**config.mk**
```make
export PLATFORM = sky130hd
export DESIGN_NAME = accel_csr
export DESIGN_NICKNAME = d
export VERILOG_FILES = /design/src/rtl/accel_csr_pkg.sv /design/src/rtl/accel_csr_ctrl.sv /design/src/rtl/accel_csr_dp.sv /design/src/rtl/accel_csr.sv
export SDC_FILE = /design/constraint.sdc
export NUM_CORES = 2
export LEC_CHECK = 0
export ABC_AREA = 1
export BUFFER_PORTS_ARGS = -buffer_cell sky130_fd_sc_hd__buf_2
export CAP_MARGIN = 40
export CORE_MARGIN = 10
export CORE_UTILIZATION = 52
export CTS_CLUSTER_DIAMETER = 80
export CTS_CLUSTER_SIZE = 12
export DETAILED_ROUTE_END_ITERATION = 12
export GPL_TIMING_DRIVEN = 0
export PLACE_DENSITY = 0.7
export SLEW_MARGIN = 20
export SYNTH_ARGS = -nofsm -noshare
export SYNTH_HDL_FRONTEND = slang
export SYNTH_SLANG_ARGS = --single-unit
```
**constraint.sdc**
```tcl
create_clock -name clk -period 2.7 [get_ports clk]
set_input_delay 0.405 -clock clk [delete_from_list [all_inputs] [get_ports clk]]
set_output_delay 0.405 -clock clk [all_outputs]
set_load 0.03 [all_outputs]
```
**src/rtl/accel_csr_pkg.sv**
```systemverilog
package accel_csr_pkg;
  localparam int OFF_W = 12;
  localparam int WORD_W = OFF_W - 2;
  localparam int NUM_CNT = 7;
  localparam int NUM_START_CNT = 3;
  localparam int CNT_W = 64;
  localparam int ERR_W = 4;

  localparam logic [WORD_W-1:0] W_CTRL   = WORD_W'(0);
  localparam logic [WORD_W-1:0] W_CNT0   = WORD_W'(4);
  localparam logic [WORD_W-1:0] W_MAC_LO = WORD_W'(32);
  localparam logic [WORD_W-1:0] W_MAC_HI = WORD_W'(33);
  localparam logic [WORD_W-1:0] W_IPV4   = WORD_W'(34);
  localparam logic [WORD_W-1:0] W_MODS   = WORD_W'(35);
  localparam logic [WORD_W-1:0] W_MODE   = WORD_W'(36);
  localparam logic [WORD_W-1:0] W_FRAMES = WORD_W'(37);
  localparam logic [WORD_W-1:0] W_SUM    = WORD_W'(38);

  typedef struct packed {
    logic             wrEn;
    logic [OFF_W-1:0] wrOff;
    logic [31:0]      wrData;
    logic             rdEn;
    logic [OFF_W-1:0] rdOff;
  } strobes_t;
endpackage

```
**src/rtl/accel_csr_ctrl.sv**
```systemverilog
module accel_csr_ctrl
  import accel_csr_pkg::*;
#(
  parameter int ADDR_W = 20,
  parameter logic [ADDR_W-1:0] BASE = ADDR_W'('h10000)
) (
  input  logic              clk,
  input  logic              rstN,
  input  logic              awValid,
  input  logic [ADDR_W-1:0] awAddr,
  input  logic              wValid,
  input  logic [31:0]       wData,
  output logic              awReady,
  output logic              wReady,
  output logic              bValid,
  input  logic              bReady,
  input  logic              arValid,
  input  logic [ADDR_W-1:0] arAddr,
  output logic              arReady,
  output logic              rValid,
  input  logic              rReady,
  output logic [31:0]       rData,
  input  logic [31:0]       dpRdData,
  output strobes_t          strb
);
  logic bValidQ, rValidQ;
  logic [31:0] rDataQ;
  logic wrAcc, rdAcc, wrHit, rdHit;

  assign wrAcc = awValid && wValid && !bValidQ;
  assign rdAcc = arValid && !rValidQ;
  assign wrHit = awAddr[ADDR_W-1:OFF_W] == BASE[ADDR_W-1:OFF_W];
  assign rdHit = arAddr[ADDR_W-1:OFF_W] == BASE[ADDR_W-1:OFF_W];

  assign awReady = !bValidQ;
  assign wReady  = !bValidQ;
  assign arReady = !rValidQ;
  assign bValid  = bValidQ;
  assign rValid  = rValidQ;
  assign rData   = rDataQ;

  always_comb begin
    strb.wrEn   = wrAcc && wrHit;
    strb.wrOff  = awAddr[OFF_W-1:0];
    strb.wrData = wData;
    strb.rdEn   = rdAcc && rdHit;
    strb.rdOff  = arAddr[OFF_W-1:0];
  end

  always_ff @(posedge clk) begin
    if (!rstN) begin
      bValidQ <= 1'b0;
      rValidQ <= 1'b0;
      rDataQ  <= '0;
    end else begin
      if (wrAcc) bValidQ <= 1'b1;
      else if (bReady) bValidQ <= 1'b0;
      if (rdAcc) begin
        rValidQ <= 1'b1;
        rDataQ  <= rdHit ? dpRdData : 32'd0;
      end else if (rReady) begin
        rValidQ <= 1'b0;
      end
    end
  end
endmodule

```
**src/rtl/accel_csr_dp.sv**
```systemverilog
module accel_csr_dp
  import accel_csr_pkg::*;
(
  input  logic               clk,
  input  logic               rstN,
  input  strobes_t           strb,
  input  logic               idleIn,
  input  logic [NUM_CNT-1:0] evtIn,
  input  logic [ERR_W-1:0]   errIn,
  output logic [31:0]        rdData,
  output logic               actStart,
  output logic               actCancel,
  output logic               clrNetCnt,
  output logic [63:0]        cfgMac,
  output logic [31:0]        cfgIpv4,
  output logic [31:0]        cfgModules,
  output logic [31:0]        cfgFrames,
  output logic [31:0]        cfgSummation,
  output logic               cfgPhotonConv,
  output logic [15:0]        cfgCollId
);
  logic [WORD_W-1:0] wrWord, rdWord;
  logic ctrlWr, startPulse, netClrPulse;
  logic startBitQ, startQ, cancelQ, clrNetQ;
  logic [ERR_W-1:0] errQ;
  logic [31:0] macLoQ, macHiQ, ipQ, modsQ, framesQ, sumQ;
  logic photonQ;
  logic [15:0] collIdQ;
  logic [NUM_CNT-1:0][CNT_W-1:0] cntVec;
  logic [NUM_CNT-1:0][31:0] snapVec;

  assign wrWord      = strb.wrOff[OFF_W-1:2];
  assign rdWord      = strb.rdOff[OFF_W-1:2];
  assign ctrlWr      = strb.wrEn && (wrWord == W_CTRL);
  assign startPulse  = ctrlWr && strb.wrData[0];
  assign netClrPulse = ctrlWr && strb.wrData[3] && !strb.wrData[0];

  for (genvar k = 0; k < NUM_CNT; k++) begin : g_cnt
    localparam logic [WORD_W-1:0] LO_WORD = WORD_W'(int'(W_CNT0) + 2 * k);
    logic [CNT_W-1:0] cntQ;
    logic [31:0] snapQ;
    logic clrNow;
    if (k < NUM_START_CNT) begin : g_run
      assign clrNow = startPulse;
    end else begin : g_net
      assign clrNow = netClrPulse;
    end
    always_ff @(posedge clk) begin
      if (!rstN) begin
        cntQ  <= '0;
        snapQ <= '0;
      end else begin
        if (clrNow) cntQ <= '0;
        else if (evtIn[k]) cntQ <= cntQ + 1'b1;
        if (strb.rdEn && rdWord == LO_WORD) snapQ <= cntQ[CNT_W-1:32];
      end
    end
    assign cntVec[k]  = cntQ;
    assign snapVec[k] = snapQ;
  end

  always_ff @(posedge clk) begin
    if (!rstN) begin
      startBitQ <= 1'b0; startQ <= 1'b0; cancelQ <= 1'b0; clrNetQ <= 1'b0;
      errQ <= '0;
      macLoQ <= '0; macHiQ <= '0; ipQ <= '0; modsQ <= '0;
      framesQ <= '0; sumQ <= '0; photonQ <= 1'b0; collIdQ <= '0;
    end else begin
      startQ <= startPulse;
      errQ   <= startPulse ? '0 : (errQ | errIn);
      if (ctrlWr) begin
        startBitQ <= strb.wrData[0];
        cancelQ   <= strb.wrData[2] && !strb.wrData[0];
        clrNetQ   <= strb.wrData[3] && !strb.wrData[0];
      end
      if (strb.wrEn) begin
        case (wrWord)
          W_MAC_LO: macLoQ  <= strb.wrData;
          W_MAC_HI: macHiQ  <= strb.wrData;
          W_IPV4:   ipQ     <= strb.wrData;
          W_MODS:   modsQ   <= strb.wrData;
          W_FRAMES: framesQ <= strb.wrData;
          W_SUM:    sumQ    <= strb.wrData;
          W_MODE: begin
            photonQ <= strb.wrData[0];
            collIdQ <= strb.wrData[31:16];
          end
          default: ;
        endcase
      end
    end
  end

  always_comb begin
    rdData = '0;
    case (rdWord)
      W_CTRL: begin
        rdData[0]     = startBitQ;
        rdData[1]     = idleIn;
        rdData[2]     = cancelQ;
        rdData[3]     = clrNetQ;
        rdData[27:24] = errQ;
      end
      W_MAC_LO: rdData = macLoQ;
      W_MAC_HI: rdData = macHiQ;
      W_IPV4:   rdData = ipQ;
      W_MODS:   rdData = modsQ;
      W_FRAMES: rdData = framesQ;
      W_SUM:    rdData = sumQ;
      W_MODE:   rdData = {collIdQ, 15'd0, photonQ};
      default: ;
    endcase
    for (int k = 0; k < NUM_CNT; k++) begin
      if (rdWord == WORD_W'(int'(W_CNT0) + 2 * k))     rdData = cntVec[k][31:0];
      if (rdWord == WORD_W'(int'(W_CNT0) + 2 * k + 1)) rdData = snapVec[k];
    end
  end

  assign actStart      = startQ;
  assign actCancel     = cancelQ;
  assign clrNetCnt     = clrNetQ;
  assign cfgMac        = {macHiQ, macLoQ};
  assign cfgIpv4       = ipQ;
  assign cfgModules    = modsQ + 32'd1;
  assign cfgFrames     = framesQ;
  assign cfgSummation  = sumQ + 32'd1;
  assign cfgPhotonConv = photonQ;
  assign cfgCollId     = collIdQ;
endmodule

```
**src/rtl/accel_csr.sv**
```systemverilog
module accel_csr
  import accel_csr_pkg::*;
#(
  parameter int ADDR_W = 20,
  parameter logic [ADDR_W-1:0] BASE = ADDR_W'('h10000)
) (
  input  logic              clk,
  input  logic              rstN,
  input  logic              axiAwValid,
  output logic              axiAwReady,
  input  logic [ADDR_W-1:0] axiAwAddr,
  input  logic              axiWValid,
  output logic              axiWReady,
  input  logic [31:0]       axiWData,
  output logic              axiBValid,
  input  logic              axiBReady,
  output logic [1:0]        axiBResp,
  input  logic              axiArValid,
  output logic              axiArReady,
  input  logic [ADDR_W-1:0] axiArAddr,
  output logic              axiRValid,
  input  logic              axiRReady,
  output logic [31:0]       axiRData,
  output logic [1:0]        axiRResp,
  input  logic              idleIn,
  input  logic [6:0]        evtIn,
  input  logic [3:0]        errIn,
  output logic              actStart,
  output logic              actCancel,
  output logic              clrNetCnt,
  output logic [63:0]       cfgMac,
  output logic [31:0]       cfgIpv4,
  output logic [31:0]       cfgModules,
  output logic [31:0]       cfgFrames,
  output logic [31:0]       cfgSummation,
  output logic              cfgPhotonConv,
  output logic [15:0]       cfgCollId
);
  strobes_t strb;
  logic [31:0] dpRdData;

  assign axiBResp = 2'b00;
  assign axiRResp = 2'b00;

  accel_csr_ctrl #(.ADDR_W(ADDR_W), .BASE(BASE)) ctrl_i (
    .clk(clk), .rstN(rstN),
    .awValid(axiAwValid), .awAddr(axiAwAddr), .wValid(axiWValid), .wData(axiWData),
    .awReady(axiAwReady), .wReady(axiWReady), .bValid(axiBValid), .bReady(axiBReady),
    .arValid(axiArValid), .arAddr(axiArAddr), .arReady(axiArReady),
    .rValid(axiRValid), .rReady(axiRReady), .rData(axiRData),
    .dpRdData(dpRdData), .strb(strb)
  );

  accel_csr_dp dp_i (
    .clk(clk), .rstN(rstN), .strb(strb), .idleIn(idleIn), .evtIn(evtIn), .errIn(errIn),
    .rdData(dpRdData), .actStart(actStart), .actCancel(actCancel), .clrNetCnt(clrNetCnt),
    .cfgMac(cfgMac), .cfgIpv4(cfgIpv4), .cfgModules(cfgModules), .cfgFrames(cfgFrames),
    .cfgSummation(cfgSummation), .cfgPhotonConv(cfgPhotonConv), .cfgCollId(cfgCollId)
  );
endmodule

```
# Word-level counts from Yosys, hierarchy flattened
# Cells that the tools add are included.
# Widths: inputs -> output; s select.
# totals
register_bits	923
latch_bits	0
mem_bits_rw	0
romBits	0
input_bits	91
output_inout_bits	253
word_cells	128
memories	0
# classes
n_addsub	9
n_mul	0
div	0
n_lt_le_gt_ge	0
eq_ne	30
shift	0
mux	23
n_bitwise	2
reduce_logical	34
# ops
operator	n
$mux 32	15
$add 64x1->64 const B	7
$eq 10x6->1 const B	14
$pmux 20 s7	1
$eq 10x4->1 const B	8
$add 32x1->32 const B	2
$pmux 4 s8	2
$eq 10x3->1 const B	4
$pmux 4 s7	1
$eq 10x5->1 const B	2
$logic_not 10->1	2
$logic_and 1x1->1	18
$eq 8x5->1 const B	2
$reduce_and 2->1	7
$mux 1	4
$or 4x4->4	1
$reduce_bool 2->1	2
$reduce_or 2->1	2
$logic_not 1->1	3
$not 1->1	1

# Longest topological paths before layout
# depth
depth_word	17
mapped_depth	20
depth_no_buf	19

# Cells and area by module
# A second synthesis with hierarchy kept.
# unflattened
cells_unflattened	7280
hier_area_um2	48442.7
# by_module_without_submodules
mod	n_inst	cells_each	area_each_um2	seq_area_each_um2
accel_csr_dp	1	7051	46639.7	17797.1
accel_csr_ctrl	1	224	1769.2	680.7
accel_csr	1	5	33.8	0.0

# Worst setup path before layout
# No wires, ideal clock.
# synth_timing
path_type	reg2out
startpoint	register dp_i.modsQ[0]
endpoint	output port cfgModules[28]
arrival_ns	2.359
required_ns	2.295
setup_slack_ns	-0.064
path_stages_with_launch	12
n_path_buf	0
path_cell_list	dfxtp_1 -> ha_1 -> nand2_1 -> nor2_2 -> nand3_1 -> nor2_1 -> nand2_1 -> or3_1 -> nor2_1 -> nand3_1 -> nor3_1 -> xor2_1
# synth_via
elab_chain_len	1
# synth_rtl
element	line	source
from (decl)	accel_csr_dp.sv:26	logic [31:0] macLoQ, macHiQ, ipQ, modsQ, framesQ, sumQ;
from (signal assigned)	accel_csr_dp.sv:81	W_MODS: modsQ <= strb.wrData;
$add 32x1->32	accel_csr_dp.sv:124	assign cfgModules = modsQ + 32'd1;
to (decl)	accel_csr.sv:33	output logic [31:0] cfgModules,
# Every way passes these cells.

# Final worst setup path
# layout_timing
startpoint	register dp_i.sumQ[2]
endpoint	output port cfgSummation[29]
# layout_via
elab_chain_len	1
# layout_rtl
element	line	source
from (decl)	accel_csr_dp.sv:26	
from (signal assigned)	accel_csr_dp.sv:83	W_SUM: sumQ <= strb.wrData;
$add 32x1->32	accel_csr_dp.sv:126	assign cfgSummation = sumQ + 32'd1;
to (decl)	accel_csr.sv:35	output logic [31:0] cfgSummation,
# Every way passes these cells.

==> impl_metrics.json <==
{
  "power_mw": 25.9,
  "fin_ws_ns": -0.581,
  "syn_to_final_growth_pct": 17.9,
  "worstSetupStartpointType": "flop",
  "violations": "negative setup slack",
  "dieArea_sq_um": 103000,
  "yosysTopAreaCellShare_pct": 39.2,
  "firstDrtPassIters": 9,
  "clockBufferDepth": 3,
  "vias": 52000,
  "min-delay-start": "errIn[0]",
  "reg2reg_from": "dp_i.sumQ[20]$_SDFFE_PN0P_",
  "clock_sinks": 923,
  "clkSlewWorstSetupHoldPaths_ns": 0.07,
  "drc": 0,
  "wl_per_cell_um": 24.4,
  "synth_warnings": 0,
  "antenna_found_initial": 14,
  "fin_util_pct": 61.8,
  "die_x_um": 321,
  "first_global_vias": 47400,
  "critPathCaptureType": "primary output",
  "synthArstFlopShare_pct": 0,
  "critPathTopFamily": "simple AND/OR/NAND/NOR gates",
  "fin_worst_skew_ns": 0.0283,
  "worstPathCellList": "inv_2 -> nor3_4 -> inv_2 -> nor4_4 -> nand2_2 -> nor3_4 -> nand2_4 -> nor3_4 -> nand3_2 -> xor2_1 -> buf_4",
  "max_freq_mhz": 305,
  "setup_tns_ns": -16.31,
  "crit_buf_inv": 3,
  "slowest_stage": "dfxtp_2",
  "ys_types": 53,
  "synth_edf_count": 0,
  "powerDensity_nw_per_um2": 466,
  "cts_tree": "built",
  "critPathKind": "flop to primary output",
  "worst_slew_pin_slew_ns": 0.960,
  "leakage_nw": 20.1,
  "grt_pass1_wl_um": 305000,
  "rsz0062_at_grt": "yes",
  "coreArea_sq_um": 90000,
  "clock_latency_ns": 0.69,
  "numCtsBuffers": 86,
  "netlist_area_sq_um": 47200,
  "place_congestion": 1.04,
  "synthTopCellsByCount": "1259 x nand2_1, 987 x nor2_1, 923 x dfxtp_1",
  "setup_viol": 61,
  "synth.yosys.seq_area_share_pct": 39.2,
  "ys_dominant_reg_cell": "dfxtp_1",
  "seqCellArea_sq_um": 18500,
  "period_share_pct": 122,
  "arrival_ns": 2.88,
  "drv_slew": 0,
  "track_usage_pct": 39.0,
  "cpPeakStageDelay_ns": 0.34,
  "routed_via_density": 5.98,
  "cpMostUsedCell": "nor3_4",
  "synth.area.top_cells": "dfxtp_1 39%, nand2_1 10%, nor2_1 7.9%",
  "cts-root-buf": "clkbuf_16",
  "port-buffer-count": 331,
  "post-route-min-period_ns": 3.28,
  "multiInputGateArea_sq_um": 25700,
  "ys_ff_latch": 923,
  "drt_wl_total_um": 212000,
  "rows": 110,
  "overflow": 0,
  "hpwl_um": 167000,
  "htree_levels": 3,
  "min_path_type": "input pin to flop",
  "avgSynthCellArea_sq_um": 6.76,
  "ant_nets": 0,
  "final.fill_count": 8643,
  "drtIter0Drc": 6915,
  "critPathRequiredTime_ns": 2.30,
  "fin_nets": 7614,
  "status": "complete, but fails checks",
  "ir_drop_v": 0.000476,
  "crit_fanout": 3,
  "slew_headroom_pct": 35.1,
  "drive_gt1_share_pct": 13.8,
  "synth_area_leader_cell": "dfxtp_1",
  "start_util_pct": 52.4,
  "die_y_um": 321,
  "drv_cap": 0,
  "grt_max_degree": 13,
  "syn-instance-count": 6976,
  "hold_ws_ns": 0.0188,
  "hold_viol_final": 0,
  "r2r_cells": 12,
  "synth.most_common_cell": "nand2_1",
  "holdPathEnd": "dp_i.errQ[0]$_SDFF_PP0_",
  "whs_path_depth": 3,
  "crit-reg2reg-capture": "ctrl_i.rData[20]$_SDFFE_PN0P_",
  "io_pins": 344,
  "r2r_slack_ns": 0.03
}
==> cells in the final DEF, fill, tap and decap left out, types with 88 or more instances in the layout <==
cell          n
nor4_1       93
buf_2       364
xor2_1      226
nand2_1    1211
nor2_1      931
nand4_1     194
clkbuf_16    88
dfxtp_1     900
o21ai_0     468
a211oi_1    131
inv_1       852
nand3_1     282
a21oi_1     583
clkbuf_1    135
buf_4       108
nor3_1      316
==> how the worst max path moves through the flow <==
stage,start,to,slack [ns],cells after the start
5_1_grt,dp_i.sumQ[0]$_SDFFE_PN0P_,cfgSummation[24],-0.63,12
3_5_place_dp,axiArAddr[10],ctrl_i.rData[18]$_SDFFE_PN0P_,-1.25,19
3_3_place_gp,axiArAddr[9],ctrl_i.rData[30]$_SDFFE_PN0P_,-1.44,13
6_report,dp_i.sumQ[2]$_SDFFE_PN0P_,cfgSummation[29],-0.58,11
4_1_cts,dp_i.sumQ[2]$_SDFFE_PN0P_,cfgSummation[31],-0.67,12
2_1_floorplan,dp_i.modsQ[0]$_SDFFE_PN0P_,cfgModules[28],0.01,11
==> cell type report <==
type / instances / share of cell area, %
clock inverter: 3 / 0.0810
clock buffer: 89 / 3.97
buffer: 285 / 2.44
antenna: 9 / 0.0405
inverter: 883 / 5.99
multi-input combinational: 4887 / 46.3
sequential: 923 / 33.3
timing repair buffer: 448 / 5.22
tap: 1176 / 2.65
==> tightest hold or removal path, stage by stage <==
cell and delay [ns]:
buf_2 0.13, nor2_1 0.05, nor2_1 0.08
==> per-layer routing <==
| layer | track usage (%) | wire, um | vias up |
|---|---|---|---|
| met5 | 0 | 39 | - |
| met4 | 22.2 | 14400 | 6 |
| met3 | 7.63 | 22800 | 646 |
| met2 | 59.2 | 90600 | 3133 |
| met1 | 51.2 | 84300 | 24400 |
| li1 | - | - | 23800 |
==> logic make-up after synthesis <==
logic type / count (synthesis) / share of synthesized area [%]
fa+ha+maj: 9 / 0.239
flops: 923 / 39.2
other cells: 1 / 0.00795
compound gates: 1231 / 13.9
xor+xnor: 308 / 5.72
buf+inv: 1169 / 9.65
simple gates: 3335 / 31.3
==> sequential cells by signal, indices dropped and copies added, names as in the netlist, 4 cells and up <==
register          count
dp_i.macLoQ          32
dp_i.cfgFrames       32
dp_i.cfgCollId       16
dp_i.macHiQ          32
dp_i.cfgIpv4         32
ctrl_i.rData         32
dp_i.modsQ           32
dp_i.g_cnt.snapQ    224
dp_i.sumQ            32
dp_i.errQ             4
dp_i.g_cnt.cntQ     448
==> what timing repair did <==
action	CTS	global route
pin swaps	46	70
hold endpoints to repair	4	0
hold buffers	4	0
gates resized for setup	336	223
cloned	0	0
setup buffers	57	43
setup endpoints to repair	615	478
==> power by group <==
group	switching [mW]	total (mW)	leakage [nW]	internal, mW
Combinational	0.794	1.02	11.6	0.228
Sequential	0.0317	13.7	7.45	13.6
Clock	5.46	11.2	1.11	5.75
==> per-stage QoR <==
step | std cells | area [sq um] | setup slack, ns
after floorplan | 6979 | 47200 | 0.0149
after global placement | 8486 | 50300 | -1.44
after detailed placement | 8502 | 50500 | -1.25
after CTS | 8655 | 54500 | -0.670
after global routing | 8697 | 55600 | -0.630
final | 8703 | 55600 | -0.581
No activity file was read; power rests on OpenSTA's default activity.
